[src/rtl/pinlock_pkg.sv]
package pinlock_pkg;

   localparam int unsigned SYM_W    = 2;
   localparam int unsigned NUM_KEYS = 4;

   typedef enum logic [1:0] {
      PH_OPEN    = 2'd0,
      PH_CONFIRM = 2'd1,
      PH_LOCKED  = 2'd2
   } phase_e;

   typedef enum logic [1:0] {
      DISP_OPEN    = 2'd0,
      DISP_LOCKED  = 2'd1,
      DISP_ERROR   = 2'd2,
      DISP_CONFIRM = 2'd3
   } disp_e;

endpackage

[src/rtl/pinlock_press_det.sv]
module pinlock_press_det #(
   parameter int unsigned NUM_KEYS = 4,
   parameter int unsigned SYM_W    = 2
) (
   input  logic                clk,
   input  logic                rst_n,
   input  logic [NUM_KEYS-1:0] keys_i,
   output logic                valid_o,
   output logic [SYM_W-1:0]    sym_o
);

   localparam int unsigned HIT_W = $clog2(NUM_KEYS + 1);

   if (NUM_KEYS > (1 << SYM_W)) begin : g_bad_width
      $error("pinlock_press_det: SYM_W too narrow for NUM_KEYS");
   end
   if (NUM_KEYS < 1) begin : g_bad_keys
      $error("pinlock_press_det: NUM_KEYS must be at least 1");
   end

   logic [NUM_KEYS-1:0] prev_q;
   logic [NUM_KEYS-1:0] rise;
   logic [HIT_W-1:0]    hits;

   // keys held through reset are not counted as presses
   always_ff @(posedge clk) begin
      if (!rst_n) prev_q <= '1;
      else        prev_q <= keys_i;
   end

   assign rise = keys_i & ~prev_q;

   always_comb begin
      sym_o = '0;
      hits  = '0;
      for (int i = 0; i < NUM_KEYS; i++) begin
         if (rise[i]) begin
            sym_o = SYM_W'(i);
            hits  = hits + 1'b1;
         end
      end
   end

   assign valid_o = (hits == HIT_W'(1));

   // a single edge never yields the same symbol on two consecutive cycles
   assert_one_symbol_per_edge_R1 : assert property (@(posedge clk) disable iff (!rst_n)
      valid_o |=> !(valid_o && (sym_o == $past(sym_o))));

endmodule

[src/rtl/pinlock_idle_timer.sv]
module pinlock_idle_timer #(
   parameter int unsigned TIMEOUT_CYCLES = 1000
) (
   input  logic clk,
   input  logic rst_n,
   input  logic active_i,
   input  logic kick_i,
   output logic expire_o
);

   if (TIMEOUT_CYCLES == 0) begin : g_no_timeout
      assign expire_o = 1'b0;
   end else begin : g_timeout
      localparam int unsigned CNT_W = $clog2(TIMEOUT_CYCLES + 1);
      localparam logic [CNT_W-1:0] LAST = CNT_W'(TIMEOUT_CYCLES - 1);

      logic [CNT_W-1:0] cnt_q;

      always_ff @(posedge clk) begin
         if (!rst_n || !active_i || kick_i || cnt_q == LAST) cnt_q <= '0;
         else                                                cnt_q <= cnt_q + 1'b1;
      end

      assign expire_o = active_i && !kick_i && (cnt_q == LAST);

      assert_cnt_in_window_R9 : assert property (@(posedge clk) disable iff (!rst_n)
         cnt_q <= LAST);
      assert_expire_restarts_R9 : assert property (@(posedge clk) disable iff (!rst_n)
         expire_o |=> (cnt_q == '0));
   end

endmodule

[src/rtl/pinlock_seq_match.sv]
module pinlock_seq_match #(
   parameter int unsigned CODE_LEN = 4,
   parameter int unsigned SYM_W    = 2
) (
   input  logic [CODE_LEN*SYM_W-1:0] a_i,
   input  logic [CODE_LEN*SYM_W-1:0] b_i,
   output logic                      eq_o
);

   logic [CODE_LEN-1:0] slot_eq;

   for (genvar s = 0; s < CODE_LEN; s++) begin : g_slot
      assign slot_eq[s] = (a_i[s*SYM_W +: SYM_W] == b_i[s*SYM_W +: SYM_W]);
   end

   assign eq_o = &slot_eq;

endmodule

[src/rtl/pinlock_ctrl.sv]
module pinlock_ctrl #(
   parameter int unsigned CODE_LEN       = 4,
   parameter int unsigned TIMEOUT_CYCLES = 1_000_000
) (
   input  logic       clk,
   input  logic       rst_n,
   input  logic [3:0] btn_i,
   output logic       locked_o,
   output logic       error_o,
   output logic [1:0] disp_o
);
   import pinlock_pkg::*;

   localparam int unsigned CODE_W = CODE_LEN * SYM_W;
   localparam int unsigned IDX_W  = (CODE_LEN > 1) ? $clog2(CODE_LEN) : 1;
   localparam logic [IDX_W-1:0] IDX_LAST = IDX_W'(CODE_LEN - 1);

   if (CODE_LEN < 1) begin : g_bad_len
      $error("pinlock_ctrl: CODE_LEN must be at least 1");
   end

   logic             press_v;
   logic [SYM_W-1:0] press_sym;
   logic             expire;
   logic             partial;
   logic             ref_eq;

   phase_e           phase_q;
   logic [IDX_W-1:0] idx_q;
   logic [CODE_W-1:0] entry_q, first_q, stored_q;
   logic [CODE_W-1:0] entry_next, ref_code;
   logic             error_q;
   disp_e            disp;

   pinlock_press_det #(.NUM_KEYS(NUM_KEYS), .SYM_W(SYM_W)) press_i (
      .clk     (clk),
      .rst_n   (rst_n),
      .keys_i  (btn_i),
      .valid_o (press_v),
      .sym_o   (press_sym)
   );

   assign partial = (idx_q != '0) || (phase_q == PH_CONFIRM);

   pinlock_idle_timer #(.TIMEOUT_CYCLES(TIMEOUT_CYCLES)) timer_i (
      .clk      (clk),
      .rst_n    (rst_n),
      .active_i (partial),
      .kick_i   (press_v),
      .expire_o (expire)
   );

   always_comb begin
      entry_next = entry_q;
      entry_next[idx_q*SYM_W +: SYM_W] = press_sym;
   end

   assign ref_code = (phase_q == PH_CONFIRM) ? first_q : stored_q;

   pinlock_seq_match #(.CODE_LEN(CODE_LEN), .SYM_W(SYM_W)) match_i (
      .a_i  (entry_next),
      .b_i  (ref_code),
      .eq_o (ref_eq)
   );

   always_ff @(posedge clk) begin
      if (!rst_n) begin
         phase_q  <= PH_OPEN;
         idx_q    <= '0;
         entry_q  <= '0;
         first_q  <= '0;
         stored_q <= '0;
         error_q  <= 1'b0;
      end else if (press_v) begin
         error_q <= 1'b0;
         entry_q <= entry_next;
         if (idx_q == IDX_LAST) begin
            idx_q <= '0;
            unique case (phase_q)
               PH_OPEN: begin
                  first_q <= entry_next;
                  phase_q <= PH_CONFIRM;
               end
               PH_CONFIRM: begin
                  if (ref_eq) begin
                     stored_q <= entry_next;
                     phase_q  <= PH_LOCKED;
                  end else begin
                     error_q <= 1'b1;
                     phase_q <= PH_OPEN;
                  end
               end
               PH_LOCKED: begin
                  if (ref_eq) phase_q <= PH_OPEN;
                  else        error_q <= 1'b1;
               end
               default: phase_q <= PH_OPEN;
            endcase
         end else begin
            idx_q <= idx_q + 1'b1;
         end
      end else if (expire) begin
         idx_q <= '0;
         if (phase_q == PH_CONFIRM) phase_q <= PH_OPEN;
      end
   end

   always_comb begin
      if (error_q)                    disp = DISP_ERROR;
      else if (phase_q == PH_LOCKED)  disp = DISP_LOCKED;
      else if (phase_q == PH_CONFIRM) disp = DISP_CONFIRM;
      else                            disp = DISP_OPEN;
   end

   assign locked_o = (phase_q == PH_LOCKED);
   assign error_o  = error_q;
   assign disp_o   = disp;

   assert_lock_after_confirm_R4 : assert property (@(posedge clk) disable iff (!rst_n)
      $rose(locked_o) |-> $past(phase_q == PH_CONFIRM));
   assert_unlock_needs_press_R6 : assert property (@(posedge clk) disable iff (!rst_n)
      $fell(locked_o) |-> $past(press_v));
   assert_error_held_R8 : assert property (@(posedge clk) disable iff (!rst_n)
      (error_q && !press_v) |=> error_q);
   assert_lock_state_kept_R9 : assert property (@(posedge clk) disable iff (!rst_n)
      !press_v |=> $stable(locked_o));
   assert_timeout_drops_entry_R10 : assert property (@(posedge clk) disable iff (!rst_n)
      expire |=> (idx_q == '0) && (phase_q != PH_CONFIRM));

endmodule

[config.mk]
export PLATFORM = sky130hd
export DESIGN_NAME = pinlock_ctrl
export DESIGN_NICKNAME = d
export VERILOG_FILES = /design/src/rtl/pinlock_pkg.sv /design/src/rtl/pinlock_press_det.sv /design/src/rtl/pinlock_idle_timer.sv /design/src/rtl/pinlock_seq_match.sv /design/src/rtl/pinlock_ctrl.sv
export SDC_FILE = /design/constraint.sdc
export NUM_CORES = 1
export LEC_CHECK = 0
export ABC_AREA = 0
export BUFFER_PORTS_ARGS = -buffer_cell sky130_fd_sc_hd__buf_4
export CORE_ASPECT_RATIO = 0.8
export CORE_UTILIZATION = 55
export DETAILED_ROUTE_END_ITERATION = 7
export PLACE_DENSITY_LB_ADDON = 0.12
export SYNTH_ARGS = -nofsm -noshare
export SYNTH_HDL_FRONTEND = slang
export SYNTH_SLANG_ARGS = --single-unit
[constraint.sdc]
create_clock -name clk -period 3.6 [get_ports clk]
set_input_delay 0.18 -clock clk [delete_from_list [all_inputs] [get_ports clk]]
set_output_delay 0.18 -clock clk [all_outputs]
set_load 0.01 [all_outputs]
== Word-level counts from Yosys, hierarchy flattened ==
Index checks and enable logic that the tools add are counted.
Cells by class
  bitwise operators: 2
  equality and inequality tests: 11
  add/subtract/negate cells: 6
  shift-type cells: 2
  multiplexer cells: 25
  reductions and logical operators: 18
Operators by type and width (number)
  negator 3 -> 34 bit: 1
  variable shift 2 x 34 -> 8 bit (first input constant): 1
  indexed part select 2 x 34 -> 8 bit: 1
  two-way mux 2 bit: 14
  adder 20 x 1 -> 20 bit (second input constant): 1
  == test 20 bit (second input constant): 1
  two-way mux 3 bit: 3
  bitwise mux 8 bit: 1
  == test 2 bit: 4
  two-way mux 8 bit: 1
  AND reduction 4 bit: 2
  AND reduction 7 bit: 1
  adder 3 x 1 -> 3 bit (second input constant): 2
  case mux 2 bit (3 select lines): 1
  nonzero test 2 bit: 3
  two-way mux 1 bit: 5
  bitwise AND 4 bit: 1
  == test 2 bit (second input constant): 2
  logical OR 1 bit: 4
  inverter 4 bit: 1
  == test 3 x 1 -> 1 bit (second input constant): 1
  zero test 1 bit: 3
  != test 3 x 2 -> 1 bit (second input constant): 1
  AND reduction 3 bit: 1
  other kinds (7): 8
Word-level totals
  logic and storage cells: 72
  register bits after elaboration: 53
  bits of input ports: 6

== Longest topological paths before layout ==
  depth after elaboration: 15
  depth in mapped cells: 14
  gate-level depth less buffers: 12

== Hierarchy ==
A second synthesis with hierarchy kept.
Unflattened totals
  cell total of the unflattened synthesis: 324
  area, all modules: 2793.9 µm²
By module, submodules not included
  pinlock_ctrl: cells an instance 174, area an instance 1505.2 µm², times used 1, seq. area each 580.6 µm²
  pinlock_idle_timer: cells an instance 108, area an instance 923.4 µm², times used 1, seq. area each 400.4 µm²
  pinlock_press_det: cells an instance 31, area an instance 279.0 µm², times used 1, seq. area each 80.1 µm²
  pinlock_seq_match: cells an instance 11, area an instance 86.3 µm², times used 1, seq. area each 0.0 µm²

== Least setup slack after synthesis ==
No wires, ideal clock.
  kind: reg-to-reg
  start point: reg press_i.prev_q[1]
  end point: reg stored_q[7]
  setup slack: 0.901 ns
  arrival time: 2.614 ns
  library setup time: 0.086 ns
  buffers on the path: 1
  stages on the path, launching flop included: 11
  cell sequence: dfxtp_1 nand2b_1 ha_1 xnor2_1 ha_1 or4_1 o21ai_1 nand3_2 or2_1 buf_6 a211oi_1
Between the ends
  longest elaborated chain between the ends: 9
  elaborated cells on any way between the ends: 18
RTL lines
  start, declared: line pinlock_press_det.sv:21  | logic [NUM_KEYS-1:0] prev_q;
  start signal, assigned: line pinlock_press_det.sv:28  | else prev_q <= keys_i;
  inverter 4 bit *: line pinlock_press_det.sv:31  | assign rise = keys_i & ~prev_q;
  bitwise AND 4 bit *: line pinlock_press_det.sv:31
  two-way mux 3 bit / two-way mux 1 bit (equally long branches): line pinlock_press_det.sv:37  | if (rise[i]) begin
  adder 3 x 1 -> 3 bit / two-way mux 2 bit (equally long branches): line pinlock_press_det.sv:39, pinlock_press_det.sv:37
  two-way mux 3 bit / two-way mux 2 bit (equally long branches): line pinlock_press_det.sv:37
  adder 3 x 1 -> 3 bit / indexed part select 2 x 34 -> 8 bit (equally long branches): line pinlock_press_det.sv:39, pinlock_ctrl.sv:55
  two-way mux 3 bit / bitwise mux 8 bit (equally long branches): line pinlock_press_det.sv:37, pinlock_ctrl.sv:55
  == test 3 x 1 -> 1 bit / == test 2 bit (equally long branches): line pinlock_press_det.sv:44, pinlock_seq_match.sv:13
  AND reduction 7 bit (no source line)
  end signal, assigned: line pinlock_ctrl.sv:86  | stored_q <= entry_next;
  end, declared: line pinlock_ctrl.sv:30  | logic [CODE_W-1:0] entry_q, first_q, stored_q;
Mark *: on every way between the ends. The rest lies on a longest branch, timed or not.
A chain may end at the register's enable or synchronous reset.

== Worst setup path in the final report ==
  start point: reg press_i.prev_q[1]
  end point: reg stored_q[5]
Same word-level chain as after synthesis.

==> impl_metrics.prom <==
# TYPE chip_impl_metric gauge
chip_impl_metric{name="layout-area-overhead-vs-synth",unit="%"} 8.497
chip_impl_metric{name="antenna_left",unit=""} 0
chip_impl_metric{name="floorplan.die_area",unit="µm²"} 5158
chip_impl_metric{name="die_h",unit="µm"} 64.44
chip_impl_metric{name="postSynth.asyncResetShare",unit="%"} 0
chip_impl_metric{name="ios",unit=""} 10
chip_impl_metric{name="detailed_route_wire_length_per_cell",unit="µm"} 13.99
chip_impl_metric{name="yosys_register_bits",unit=""} 53
chip_impl_metric{name="min_period_over_period",unit="%"} 87.13
chip_impl_info{name="setup_repair_after_global_routing_missed_its_margin",value="no"} 1
chip_impl_metric{name="half_perimeter_wire_length_after_detailed_placement",unit="µm"} 3704
chip_impl_metric{name="crit_arrival",unit="ns"} 3.34
chip_impl_metric{name="drt_iter0_markers",unit=""} 112
chip_impl_metric{name="cts_post_setup_buffers_inserted",unit=""} 0
chip_impl_metric{name="antenna_cells_inserted",unit=""} 0
chip_impl_metric{name="worstPathRequired",unit="ns"} 3.80
chip_impl_info{name="critPathLaunchType",value="flip-flop"} 1
chip_impl_metric{name="routabilityCongestion",unit=""} 0.7787
chip_impl_metric{name="timing.final.crit_period",unit="ns"} 3.137
chip_impl_metric{name="power_per_cell_area",unit="nW/µm²"} 414.0
chip_impl_metric{name="worst_slew_margin_rel",unit="%"} 49.56
chip_impl_metric{name="worst_slack",unit="ns"} 0.4634
chip_impl_info{name="synth.area.top_cells",value="sky130_fd_sc_hd__dfxtp_1, sky130_fd_sc_hd__nor2_1, sky130_fd_sc_hd__ha_1, sky130_fd_sc_hd__mux2i_1, sky130_fd_sc_hd__xnor2_1"} 1
chip_impl_metric{name="io_buffer_count",unit=""} 9
chip_impl_metric{name="grt_start_max_net_pins",unit=""} 28
chip_impl_info{name="yosysTopAreaCell",value="sky130_fd_sc_hd__dfxtp_1"} 1
chip_impl_info{name="main_combinational_cell_family_by_area_after_synthesis",value="simple AND/OR/NAND/NOR gates"} 1
chip_impl_metric{name="numCtsBuffers",unit=""} 5
chip_impl_metric{name="via_count_of_the_first_global_routing_pass",unit=""} 1880
chip_impl_metric{name="grt_antenna_before_repair",unit=""} 0
chip_impl_info{name="netlist_top_cells_count",value="sky130_fd_sc_hd__dfxtp_1, sky130_fd_sc_hd__nor2_1, sky130_fd_sc_hd__inv_1, sky130_fd_sc_hd__nand2_1, sky130_fd_sc_hd__mux2i_1"} 1
chip_impl_metric{name="layout.cell_area.non_filler",unit="µm²"} 2908
chip_impl_info{name="synthMostInstantiatedCell",value="sky130_fd_sc_hd__dfxtp_1"} 1
chip_impl_metric{name="finalHoldViolations",unit=""} 0
chip_impl_metric{name="cts_hold_repair.buffers",unit=""} 0
chip_impl_metric{name="post_synth_top_area_share",unit="%"} 39.59
chip_impl_metric{name="ctsLongestPathBuffers",unit=""} 2
chip_impl_info{name="tritoncts",value="done"} 1
chip_impl_metric{name="number_of_synthesized_flops_with_an_enable_pin",unit=""} 0
chip_impl_info{name="worstSetupEndpointType",value="flip-flop"} 1
chip_impl_metric{name="num_rows",unit=""} 22
chip_impl_metric{name="nets",unit=""} 331
chip_impl_metric{name="gr-usage-all-layers",unit="%"} 22.31
chip_impl_metric{name="drt_pass1_iterations",unit=""} 6
chip_impl_metric{name="placedInstanceArea",unit="µm²"} 2791
chip_impl_metric{name="synth.area.mux_share",unit="%"} 5.649
chip_impl_metric{name="irDropWorstVdd",unit="µV"} 290.2
chip_impl_metric{name="route.final.wire_length",unit="µm"} 5220
chip_impl_metric{name="clk_transition_reported_paths",unit="ns"} 0.10
chip_impl_info{name="cts.root.buffer_cell",value="sky130_fd_sc_hd__clkbuf_8"} 1
chip_impl_metric{name="synth_compound_gate_area_share",unit="%"} 12.61
chip_impl_metric{name="yosys.area_share.xor_xnor",unit="%"} 8.170
chip_impl_metric{name="remaining_global_route_overflow",unit=""} 0
chip_impl_metric{name="crit_fanout",unit=""} 9
chip_impl_metric{name="vias",unit=""} 2045
chip_impl_metric{name="post_cts_resized",unit=""} 0
chip_impl_metric{name="synth-simple-area-share",unit="%"} 23.11
chip_impl_metric{name="skew",unit="ns"} 0.006083
chip_impl_info{name="setup.worst_path.class",value="reg2reg"} 1
chip_impl_metric{name="grt_first_pass_wirelength",unit="µm"} 8832
chip_impl_metric{name="synth_fp_nets",unit=""} 323
chip_impl_metric{name="drc",unit=""} 0
chip_impl_metric{name="cts.sink_count",unit=""} 53
chip_impl_metric{name="timing_max_transition_violations_final",unit=""} 0
chip_impl_metric{name="netlist_area",unit="µm²"} 2680
chip_impl_info{name="outcome",value="complete, no violations"} 1
chip_impl_info{name="ys_dominant_reg_cell",value="sky130_fd_sc_hd__dfxtp_1"} 1
chip_impl_metric{name="placeableCoreArea",unit="µm²"} 4624
chip_impl_metric{name="seq_area_frac_synth",unit="%"} 39.59
chip_impl_metric{name="maxClockFrequency",unit="MHz"} 318.8
chip_impl_info{name="hold_class",value="in2reg"} 1
chip_impl_metric{name="synth_adder_area_share",unit="%"} 6.069
chip_impl_metric{name="setup_violations",unit=""} 0
chip_impl_metric{name="die_width",unit="µm"} 80.05
chip_impl_metric{name="cts-htree-levels",unit=""} 2
chip_impl_metric{name="yosysWarnings",unit=""} 0
chip_impl_metric{name="worst_pin_slew",unit="ns"} 0.7520
chip_impl_metric{name="cap_viol_max_count",unit=""} 0
chip_impl_metric{name="final_core_utilization",unit="%"} 62.88
chip_impl_metric{name="netlist_instances",unit=""} 304
chip_impl_metric{name="p_leak",unit="nW"} 1.041
chip_impl_metric{name="drive_above_1_share",unit="%"} 10.22
chip_impl_metric{name="starting_density_of_the_core",unit="%"} 57.95
chip_impl_metric{name="pre_cts_slack",unit="ns"} 0.5199
chip_impl_metric{name="clock_latency",unit="ns"} 0.30
chip_impl_metric{name="synth.distinct_cells",unit=""} 51
chip_impl_metric{name="via_per_inst",unit=""} 5.483
chip_impl_metric{name="fin_tns_setup",unit="ns"} 0
chip_impl_metric{name="synthesis.area_per_instance",unit="µm²"} 8.816
## cell type report
| type | instances | area (µm²) |
|---|---|---|
| fillers | 425 | 1717 |
| multi-input cells | 221 | 1490 |
| flip-flops and latches | 53 | 1061 |
| repair buffers | 13 | 97.59 |
| clock buffers | 7 | 86.33 |
| well taps | 60 | 75.07 |
| inverters | 18 | 67.56 |
| clock inverters | 1 | 30.03 |
## flip-flops by register name, summed over array words and instances (netlist names)
register and flops:
timer_i.g_timeout.cnt_q 20, entry_q 8, first_q 8, stored_q 8
press_i.prev_q 4, idx_q 2, phase_q 2, error_o 1
## worst paths after layout
path                              startpoint                         end  slack, ns  cells after the start
hold reg to reg   timer_i.g_timeout.cnt_q[0]  timer_i.g_timeout.cnt_q[0]       0.47                      1
setup / recovery           press_i.prev_q[1]                 stored_q[5]       0.46                      9
setup reg to reg           press_i.prev_q[1]                 stored_q[5]       0.46                      9
hold / removal                      btn_i[3]           press_i.prev_q[3]       0.06                      2
## logic make-up after synthesis
family	after synthesis
AND/OR/NAND/NOR	121
buffers and inverters	30
adder cells (fa/ha/maj)	13
XOR/XNOR	25
AO/OA/AOI/OAI	47
multiplexers	15
flip-flops	53
## routing by layer
| metal | vias to the layer above | wire length (µm) | GRT usage, % |
|---|---|---|---|
| li1 | 1062 | - | - |
| met1 | 946 | 3020 | 33.51 |
| met2 | 31 | 1975 | 32.37 |
| met3 | 6 | 175 | 4.225 |
| met4 | 0 | 48 | 6.027 |
| met5 | - | 0 | 0 |
## cells in the final DEF, fill, tap and decap left out, types with 2 or more instances in the layout
cell / instances
sky130_fd_sc_hd__clkbuf_8: 6
sky130_fd_sc_hd__o21ai_0: 3
sky130_fd_sc_hd__xnor2_1: 13
sky130_fd_sc_hd__a21oi_1: 6
sky130_fd_sc_hd__nor4_2: 2
sky130_fd_sc_hd__dfxtp_1: 53
sky130_fd_sc_hd__xor2_1: 12
sky130_fd_sc_hd__nor2b_1: 6
sky130_fd_sc_hd__a22oi_1: 4
sky130_fd_sc_hd__buf_4: 13
sky130_fd_sc_hd__nand4_1: 5
sky130_fd_sc_hd__inv_2: 2
sky130_fd_sc_hd__nand2b_1: 9
sky130_fd_sc_hd__or4_1: 2
sky130_fd_sc_hd__nor2_1: 50
sky130_fd_sc_hd__o211ai_1: 4
sky130_fd_sc_hd__a21o_1: 2
sky130_fd_sc_hd__mux2i_1: 14
sky130_fd_sc_hd__nand2_1: 15
sky130_fd_sc_hd__a211oi_1: 12
sky130_fd_sc_hd__nor3_1: 6
sky130_fd_sc_hd__o31ai_1: 5
sky130_fd_sc_hd__ha_1: 13
sky130_fd_sc_hd__nand3_1: 12
sky130_fd_sc_hd__o21ai_1: 2
sky130_fd_sc_hd__inv_1: 15
sky130_fd_sc_hd__and3_1: 3
## through the flow
step,hold slack (ns),power (mW),instances
after floorplan,0.2815,0.7476,304
after global placement,0.3770,0.7912,365
after detailed placement,0.3812,0.7932,365
after CTS,0.05562,1.209,373
after global routing,0.04965,1.256,373
final,0.06193,1.204,373
## power by group
part	leakage, nW	switching (mW)	internal [mW]
registers	0.429	0.0106	0.598
logic	0.554	0.108	0.0659
clock network	0.0585	0.194	0.227
## critical path: stages (launching register included)
cell and delay [ns]:
sky130_fd_sc_hd__dfxtp_1 0.31, sky130_fd_sc_hd__nand2b_1 0.17, sky130_fd_sc_hd__ha_1 0.34, sky130_fd_sc_hd__xnor2_1 0.26
sky130_fd_sc_hd__ha_1 0.27, sky130_fd_sc_hd__or4_1 0.51, sky130_fd_sc_hd__o21ai_1 0.21, sky130_fd_sc_hd__nand3_2 0.24
sky130_fd_sc_hd__or2_1 0.44, sky130_fd_sc_hd__a211oi_1 0.29
Power figures use the tool's default switching activity.
